File: src/rtl/gpio_pkg.sv
package gpio_pkg;

  typedef enum logic [2:0] {
    REG_IN   = 3'd0,
    REG_OUT  = 3'd1,
    REG_DIR  = 3'd2,
    REG_FLAG = 3'd3,
    REG_EDGE = 3'd4,
    REG_IE   = 3'd5,
    REG_SEL  = 3'd6,
    REG_REN  = 3'd7
  } gpio_reg_e;

  typedef struct packed {
    logic dout;
    logic dir;
    logic fall;
    logic ie;
    logic sel;
    logic ren;
  } pin_cfg_t;

endpackage

File: src/rtl/gpio_sync.sv
module gpio_sync #(
  parameter int W      = 8,
  parameter int STAGES = 2,
  parameter logic [W-1:0] MASK = '1
) (
  input  logic         clk_i,
  input  logic         rst_ni,
  input  logic [W-1:0] d_i,
  output logic [W-1:0] q_o
);

  logic [W-1:0] stage_q [STAGES];

  for (genvar s = 0; s < STAGES; s++) begin : g_stage
    if (s == 0) begin : g_first
      always_ff @(posedge clk_i or negedge rst_ni)
        if (!rst_ni) stage_q[s] <= '0;
        else         stage_q[s] <= d_i & MASK;
    end else begin : g_next
      always_ff @(posedge clk_i or negedge rst_ni)
        if (!rst_ni) stage_q[s] <= '0;
        else         stage_q[s] <= stage_q[s-1];
    end
  end

  assign q_o = stage_q[STAGES-1];

  // age counter only for the latency check
  logic [1:0] age_q;
  always_ff @(posedge clk_i or negedge rst_ni)
    if (!rst_ni)          age_q <= '0;
    else if (age_q != 2'd3) age_q <= age_q + 2'd1;

  if (STAGES == 2) begin : g_chk
    AST_SYNC_LATENCY: assert property (@(posedge clk_i) disable iff (!rst_ni)
      (age_q >= 2'd2) |-> (q_o == ($past(d_i, 2) & MASK)))
      else $error("sync latency");
  end

endmodule

File: src/rtl/gpio_regs.sv
module gpio_regs
  import gpio_pkg::*;
#(
  parameter int W = 8,
  parameter logic [W-1:0] MASK = '1
) (
  input  logic         clk_i,
  input  logic         rst_ni,
  input  logic         we_i,
  input  gpio_reg_e    addr_i,
  input  logic [W-1:0] wdata_i,
  output logic [W-1:0] dout_o,
  output logic [W-1:0] dir_o,
  output logic [W-1:0] fall_o,
  output logic [W-1:0] ie_o,
  output logic [W-1:0] sel_o,
  output logic [W-1:0] ren_o
);

  pin_cfg_t cfg [W];

  for (genvar i = 0; i < W; i++) begin : g_pin
    if (MASK[i]) begin : g_impl
      always_ff @(posedge clk_i or negedge rst_ni) begin
        if (!rst_ni) begin
          cfg[i] <= '0;
        end else if (we_i) begin
          unique case (addr_i)
            REG_OUT:  cfg[i].dout <= wdata_i[i];
            REG_DIR:  cfg[i].dir  <= wdata_i[i];
            REG_EDGE: cfg[i].fall <= wdata_i[i];
            REG_IE:   cfg[i].ie   <= wdata_i[i];
            REG_SEL:  cfg[i].sel  <= wdata_i[i];
            REG_REN:  cfg[i].ren  <= wdata_i[i];
            default: ;
          endcase
        end
      end
    end else begin : g_absent
      assign cfg[i] = '0;
    end
    assign dout_o[i] = cfg[i].dout;
    assign dir_o[i]  = cfg[i].dir;
    assign fall_o[i] = cfg[i].fall;
    assign ie_o[i]   = cfg[i].ie;
    assign sel_o[i]  = cfg[i].sel;
    assign ren_o[i]  = cfg[i].ren;
  end

  AST_CFG_HOLD_NO_WRITE: assert property (@(posedge clk_i) disable iff (!rst_ni)
    !we_i |=> ($stable(dir_o) && $stable(dout_o) && $stable(ie_o)))
    else $error("cfg changed without write");

endmodule

File: src/rtl/gpio_flags.sv
module gpio_flags #(
  parameter int W = 8,
  parameter logic [W-1:0] MASK = '1
) (
  input  logic         clk_i,
  input  logic         rst_ni,
  input  logic [W-1:0] sample_i,
  input  logic [W-1:0] fall_i,
  input  logic         flag_we_i,
  input  logic [W-1:0] wdata_i,
  output logic [W-1:0] flag_o
);

  logic [W-1:0] prev_q;
  logic [W-1:0] edge_w;

  for (genvar i = 0; i < W; i++) begin : g_pin
    if (MASK[i]) begin : g_impl
      logic flag_q;
      // compare samples only, so a polarity write alone cannot fire
      assign edge_w[i] = fall_i[i] ? (prev_q[i] & ~sample_i[i])
                                   : (~prev_q[i] & sample_i[i]);
      always_ff @(posedge clk_i or negedge rst_ni) begin
        if (!rst_ni) begin
          prev_q[i] <= 1'b0;
          flag_q    <= 1'b0;
        end else begin
          prev_q[i] <= sample_i[i];
          flag_q    <= (flag_we_i ? wdata_i[i] : flag_q) | edge_w[i];
        end
      end
      assign flag_o[i] = flag_q;
    end else begin : g_absent
      assign prev_q[i] = 1'b0;
      assign edge_w[i] = 1'b0;
      assign flag_o[i] = 1'b0;
    end
  end

  AST_FLAG_HOLD: assert property (@(posedge clk_i) disable iff (!rst_ni)
    (!flag_we_i && !(|edge_w)) |=> (flag_o == $past(flag_o)))
    else $error("flag moved without cause");

  AST_EDGE_WINS: assert property (@(posedge clk_i) disable iff (!rst_ni)
    (|edge_w) |=> ((flag_o & $past(edge_w)) == $past(edge_w)))
    else $error("edge lost");

  AST_SW_LOAD: assert property (@(posedge clk_i) disable iff (!rst_ni)
    (flag_we_i && !(|edge_w)) |=> (flag_o == ($past(wdata_i) & MASK)))
    else $error("flag write not loaded");

endmodule

File: src/rtl/gpio_pad_mux.sv
module gpio_pad_mux #(
  parameter int W = 8
) (
  input  logic         clk_i,
  input  logic         rst_ni,
  input  logic [W-1:0] dout_i,
  input  logic [W-1:0] dir_i,
  input  logic [W-1:0] sel_i,
  input  logic [W-1:0] ren_i,
  input  logic [W-1:0] periph_out_i,
  output logic [W-1:0] pad_out_o,
  output logic [W-1:0] pad_oe_o,
  output logic [W-1:0] pull_en_o,
  output logic [W-1:0] pull_up_o
);

  for (genvar i = 0; i < W; i++) begin : g_pin
    always_comb begin
      pad_out_o[i] = sel_i[i] ? periph_out_i[i] : dout_i[i];
      pad_oe_o[i]  = dir_i[i];
      pull_en_o[i] = ren_i[i] & ~dir_i[i];
      pull_up_o[i] = pull_en_o[i] & dout_i[i];
    end
  end

  AST_PULL_ONLY_INPUT: assert property (@(posedge clk_i) disable iff (!rst_ni)
    (pull_en_o & pad_oe_o) == '0)
    else $error("pull on driven pin");

  AST_PULLUP_NEEDS_EN: assert property (@(posedge clk_i) disable iff (!rst_ni)
    (pull_up_o & ~pull_en_o) == '0)
    else $error("pull-up without enable");

endmodule

File: src/rtl/gpio_port.sv
module gpio_port
  import gpio_pkg::*;
#(
  parameter int W = 8,
  parameter logic [W-1:0] PIN_MASK = '1,
  parameter int SYNC_STAGES = 2
) (
  input  logic         clk_i,
  input  logic         rst_ni,
  input  logic [2:0]   bus_addr_i,
  input  logic         bus_we_i,
  input  logic [W-1:0] bus_wdata_i,
  output logic [W-1:0] bus_rdata_o,
  input  logic [W-1:0] pad_in_i,
  input  logic [W-1:0] periph_out_i,
  output logic [W-1:0] periph_in_o,
  output logic [W-1:0] pad_out_o,
  output logic [W-1:0] pad_oe_o,
  output logic [W-1:0] pull_en_o,
  output logic [W-1:0] pull_up_o,
  output logic         irq_o
);

  gpio_reg_e    addr;
  logic [W-1:0] sample, dout, dir, fall, ie, sel, ren, flag;
  logic [W-1:0] pad_out_raw;

  assign addr = gpio_reg_e'(bus_addr_i);

  gpio_sync #(.W(W), .STAGES(SYNC_STAGES), .MASK(PIN_MASK)) u_sync (
    .clk_i, .rst_ni, .d_i(pad_in_i), .q_o(sample)
  );

  gpio_regs #(.W(W), .MASK(PIN_MASK)) u_regs (
    .clk_i, .rst_ni,
    .we_i(bus_we_i), .addr_i(addr), .wdata_i(bus_wdata_i),
    .dout_o(dout), .dir_o(dir), .fall_o(fall), .ie_o(ie), .sel_o(sel), .ren_o(ren)
  );

  gpio_flags #(.W(W), .MASK(PIN_MASK)) u_flags (
    .clk_i, .rst_ni,
    .sample_i(sample), .fall_i(fall),
    .flag_we_i(bus_we_i && addr == REG_FLAG), .wdata_i(bus_wdata_i),
    .flag_o(flag)
  );

  gpio_pad_mux #(.W(W)) u_mux (
    .clk_i, .rst_ni,
    .dout_i(dout), .dir_i(dir), .sel_i(sel), .ren_i(ren),
    .periph_out_i(periph_out_i),
    .pad_out_o(pad_out_raw), .pad_oe_o(pad_oe_o),
    .pull_en_o(pull_en_o), .pull_up_o(pull_up_o)
  );

  assign pad_out_o   = pad_out_raw & PIN_MASK;
  assign periph_in_o = sample;
  assign irq_o       = |(flag & ie);

  always_comb begin
    unique case (addr)
      REG_IN:   bus_rdata_o = sample;
      REG_OUT:  bus_rdata_o = dout;
      REG_DIR:  bus_rdata_o = dir;
      REG_FLAG: bus_rdata_o = flag;
      REG_EDGE: bus_rdata_o = fall;
      REG_IE:   bus_rdata_o = ie;
      REG_SEL:  bus_rdata_o = sel;
      REG_REN:  bus_rdata_o = ren;
      default:  bus_rdata_o = '0;
    endcase
  end

  AST_UNIMPL_QUIET: assert property (@(posedge clk_i) disable iff (!rst_ni)
    ((pad_out_o | pad_oe_o | pull_en_o | periph_in_o | bus_rdata_o) & ~PIN_MASK) == '0)
    else $error("absent pin active");

  AST_IRQ_AFTER_CLEAR: assert property (@(posedge clk_i) disable iff (!rst_ni)
    (bus_we_i && addr == REG_FLAG && bus_wdata_i == '0 && $stable(sample)) |=> !irq_o)
    else $error("irq after full clear");

endmodule

File: config.mk
export PLATFORM = sky130hd
export DESIGN_NAME = gpio_port
export DESIGN_NICKNAME = d
export VERILOG_FILES = /design/src/rtl/gpio_pkg.sv /design/src/rtl/gpio_sync.sv /design/src/rtl/gpio_regs.sv /design/src/rtl/gpio_flags.sv /design/src/rtl/gpio_pad_mux.sv /design/src/rtl/gpio_port.sv
export SDC_FILE = /design/constraint.sdc
export NUM_CORES = 1
export LEC_CHECK = 0
export BUFFER_PORTS_ARGS = -buffer_cell sky130_fd_sc_hd__clkbuf_2
export CAP_MARGIN = 15
export CORE_MARGIN = 1.5
export CORE_UTILIZATION = 51
export CTS_BUF_LIST = sky130_fd_sc_hd__clkbuf_4
export DETAILED_ROUTE_END_ITERATION = 7
export PLACE_DENSITY = 0.87
export SLEW_MARGIN = 20
export SYNTH_ARGS = -nofsm -noshare
export SYNTH_HDL_FRONTEND = slang
export SYNTH_HIERARCHICAL = 1
export SYNTH_SLANG_ARGS = --single-unit
File: constraint.sdc
create_clock -name clk_i -period 1.3 [get_ports clk_i]
set_clock_uncertainty 0.15 [all_clocks]
set_input_delay 0.13 -clock clk_i [delete_from_list [all_inputs] [get_ports clk_i]]
set_output_delay 0.13 -clock clk_i [all_outputs]
set_load 0.1 [all_outputs]
==> impl_metrics.json <==
{
  "io_buffers": 78,
  "crit_required_ns": 1.02,
  "outcome": "finished with violations",
  "grt_overflow": 0,
  "register_area_mm2": 0.002003,
  "synth_cells": 301,
  "grt_start_max_net_pins": 35,
  "hpwl_mm": 8.289,
  "route.detailed.drc": 0,
  "peakVddDrop_mv": 1.450,
  "cts_max_level": 3,
  "final_cells": 583,
  "path_class": "reg -> out",
  "worst_setup_path_start_kind": "flip-flop",
  "fillers": 312,
  "synth_fp_nets": 331,
  "synth_seq_cells": 80,
  "seq_area_frac_synth_pct": 50.73,
  "slew_headroom_pct": 76.68,
  "fin_nets": 509,
  "worstPathArrival_ns": 1.77,
  "die_area_mm2": 0.008275,
  "cp_num_buf_inv": 1,
  "multi_input_area_mm2": 0.001926,
  "cp_max_fo": 2,
  "power_density_mw_per_mm2": 1605,
  "avgSynthCellArea_um2": 13.11,
  "comb_power_share_pct": 54.8,
  "via_per_inst": 5.674,
  "rsz0062_at_grt": "yes",
  "p_int_mw": 5.813,
  "synth-main-ff-cell": "dfrtp_1",
  "diodes": 0,
  "setup_tns_ns": -19.34,
  "grt_pass1_vias": 3649,
  "finalMaxSlewViolations": 0,
  "crit_chain": "mux2_4 > o211ai_1 > a41oi_4 > buf_12",
  "routed_wl_mm": 12.57,
  "routabilityCongestion": 0.8537,
  "cts.sinks": 80,
  "final_common_cell": "dfrtp_1",
  "p_clk_share_pct": 14.4,
  "fmax_ghz": 0.4887,
  "syn_area_mm2": 0.003946,
  "cts_root_buf": "clkbuf_4",
  "min_period_ns": 2.046,
  "hold_violations": 0,
  "area_growth_pct": 64.77,
  "drtIter0Drc": 173,
  "synthDistinctLibCells": 35,
  "rows": 31,
  "start_util_pct": 53.55,
  "drv_cap": 0,
  "placed_cells": 525,
  "crit_path_max_incr_delay_ns": 0.42,
  "endpoint_kind": "output port",
  "clock_path_buffers": 2,
  "post-route-period-util_pct": 157.4,
  "yosys_warnings": 6,
  "cp_slowest_cell": "dfrtp_1",
  "io_pins": 79,
  "layout_common_cells": "dfrtp_1 (79), buf_4 (69), buf_12 (53)",
  "die_x_um": 90.97,
  "ys_async_sr_fraction_pct": 100.0,
  "tritoncts": "yes",
  "antenna_found_initial": 0,
  "layout_setup_ws_ns": -0.7464,
  "die_h_um": 90.97,
  "dr_total_vias": 3308,
  "hp-class": "in -> reg",
  "reg2reg_slack_ns": 0.01,
  "violations": "setup timing",
  "seqPwrFrac_pct": 30.8,
  "worstMarginPinSlew_ns": 0.3491,
  "drive_gt1_share_pct": 58.88,
  "cp_top_family": "flip-flops",
  "antenna_left": 0,
  "finalSetupViolations": 49,
  "clkTransAtPathRegs_ns": 0.18,
  "switchingPower_mw": 4.627,
  "wire_per_inst_um": 21.56,
  "gr-usage-all-layers_pct": 30.21,
  "power_leakage_nw": 2.984,
  "clk_latency_ns": 0.48,
  "grt_pass1_wl_mm": 19.11,
  "synth-edff-count": 0,
  "finalCoreUtilization_pct": 88.23,
  "p_sw_share_pct": 44.32,
  "cts_buffers": 9,
  "first_pass_iters": 4,
  "core_area_mm2": 0.007370
}
-- final cells by class --
class | count | area share (%)
clock buffers | 9 | 1.039
clock inverters | 7 | 1.039
inverters | 2 | 0.1155
multi-input cells | 182 | 29.61
flip-flops and latches | 80 | 30.81
well taps | 99 | 1.905
repair buffers | 204 | 35.48
-- through the flow --
step	hold slack [ns]	worst slack, ns	area [µm²]	power (mW)
after floorplan	-0.3156	-0.5407	4173	6.433
after global placement	-0.1319	-0.3175	5812	8.272
after detailed placement	-0.1307	-0.4307	5812	8.459
after CTS	0.1038	-0.7509	6376	10.19
after global routing	0.09260	-0.8274	6502	10.78
final	0.09904	-0.7464	6502	10.44
-- synth_stat cells (4+ instances only) --
cell type | n | area [µm²]
buf_4 | 26 | 195.2
mux2i_1 | 29 | 290.3
mux2_2 | 25 | 281.5
o221ai_1 | 7 | 61.31
o22ai_1 | 7 | 43.79
mux2_4 | 8 | 120.1
mux2_1 | 24 | 270.3
nor3b_1 | 5 | 37.54
buf_2 | 8 | 40.04
o22a_1 | 7 | 61.31
nand2_1 | 10 | 37.54
a22oi_1 | 5 | 37.54
a211oi_1 | 5 | 37.54
nor2_1 | 4 | 15.01
nor2b_1 | 9 | 56.30
nand2b_1 | 10 | 62.56
and3b_1 | 8 | 70.07
dfrtp_1 | 80 | 2002
-- worst reg2reg max path, cell delays in order, from the launching register on --
cell     delay [ns]
dfrtp_1        0.42
buf_6          0.13
buf_6          0.12
buf_6          0.11
mux2_4         0.26
-- state kept, by name (all words and copies together) (netlist names) --
| name | count |
|---|---|
| u_regs/sel_o | 8 |
| u_regs/ie_o | 8 |
| u_regs/fall_o | 8 |
| u_regs/ren_o | 8 |
| u_regs/dout_o | 8 |
| u_sync/stage_q | 8 |
| u_regs/dir_o | 8 |
| u_sync/q_o | 8 |
| u_flags/g_pin.g_impl.flag_q | 8 |
| u_flags/prev_q | 8 |
-- power groups by stage --
stage | clock, mW | sequential, mW | combinational (mW)
6_report | 1.50 | 3.21 | 5.72
5_1_grt | 1.64 | 3.25 | 5.89
4_1_cts | 1.48 | 3.18 | 5.54
3_5_place_dp | 0 | 3.20 | 5.26
3_3_place_gp | 0 | 3.16 | 5.11
2_1_floorplan | 0 | 3.20 | 3.23
-- path summary, 6_finish.rpt --
path / end / startpoint / cells after the start
worst max-delay path: bus_rdata_o[7] / u_regs/dir_o[7] / 4
min in group asynchronous: u_regs/sel_o[0] / rst_ni / 3
worst max register to register: u_regs/dir_o[2] / u_regs/dir_o[2] / 4
max in group asynchronous: u_flags/g_pin[7].g_impl.flag_q / rst_ni / 4
worst min-delay path: u_regs/sel_o[5] / bus_we_i / 4
worst min register to register: u_sync/q_o[6] / u_sync/stage_q[14] / 0
-- routing by layer --
metal  track usage, %  up-vias  part of all wire (%)
li1                 -     1451                     -
met1            33.79     1679                    37
met2            54.04      135                    54
met3            7.286       43                   5.0
met4            13.54        0                   4.2
met5                0        -                     0
-- logic make-up after synthesis --
group                  count (synthesis)  share of synthesized area, %
AND/OR/NAND/NOR                       60                         10.50
buffers and inverters                 39                         7.007
flip-flops                            80                         50.73
AO/OA/AOI/OAI                         36                         7.388
multiplexers                          86                         24.38
-- repair_timing --
item                       CTS  global route
setup buffers               16            18
resized for setup           34            26
gates cloned                 0             0
setup endpoints to repair   49            51
hold endpoints to repair   144             0
pin swaps                   10             3
hold buffers                18             0
No activity file was read; power rests on OpenSTA's default activity.
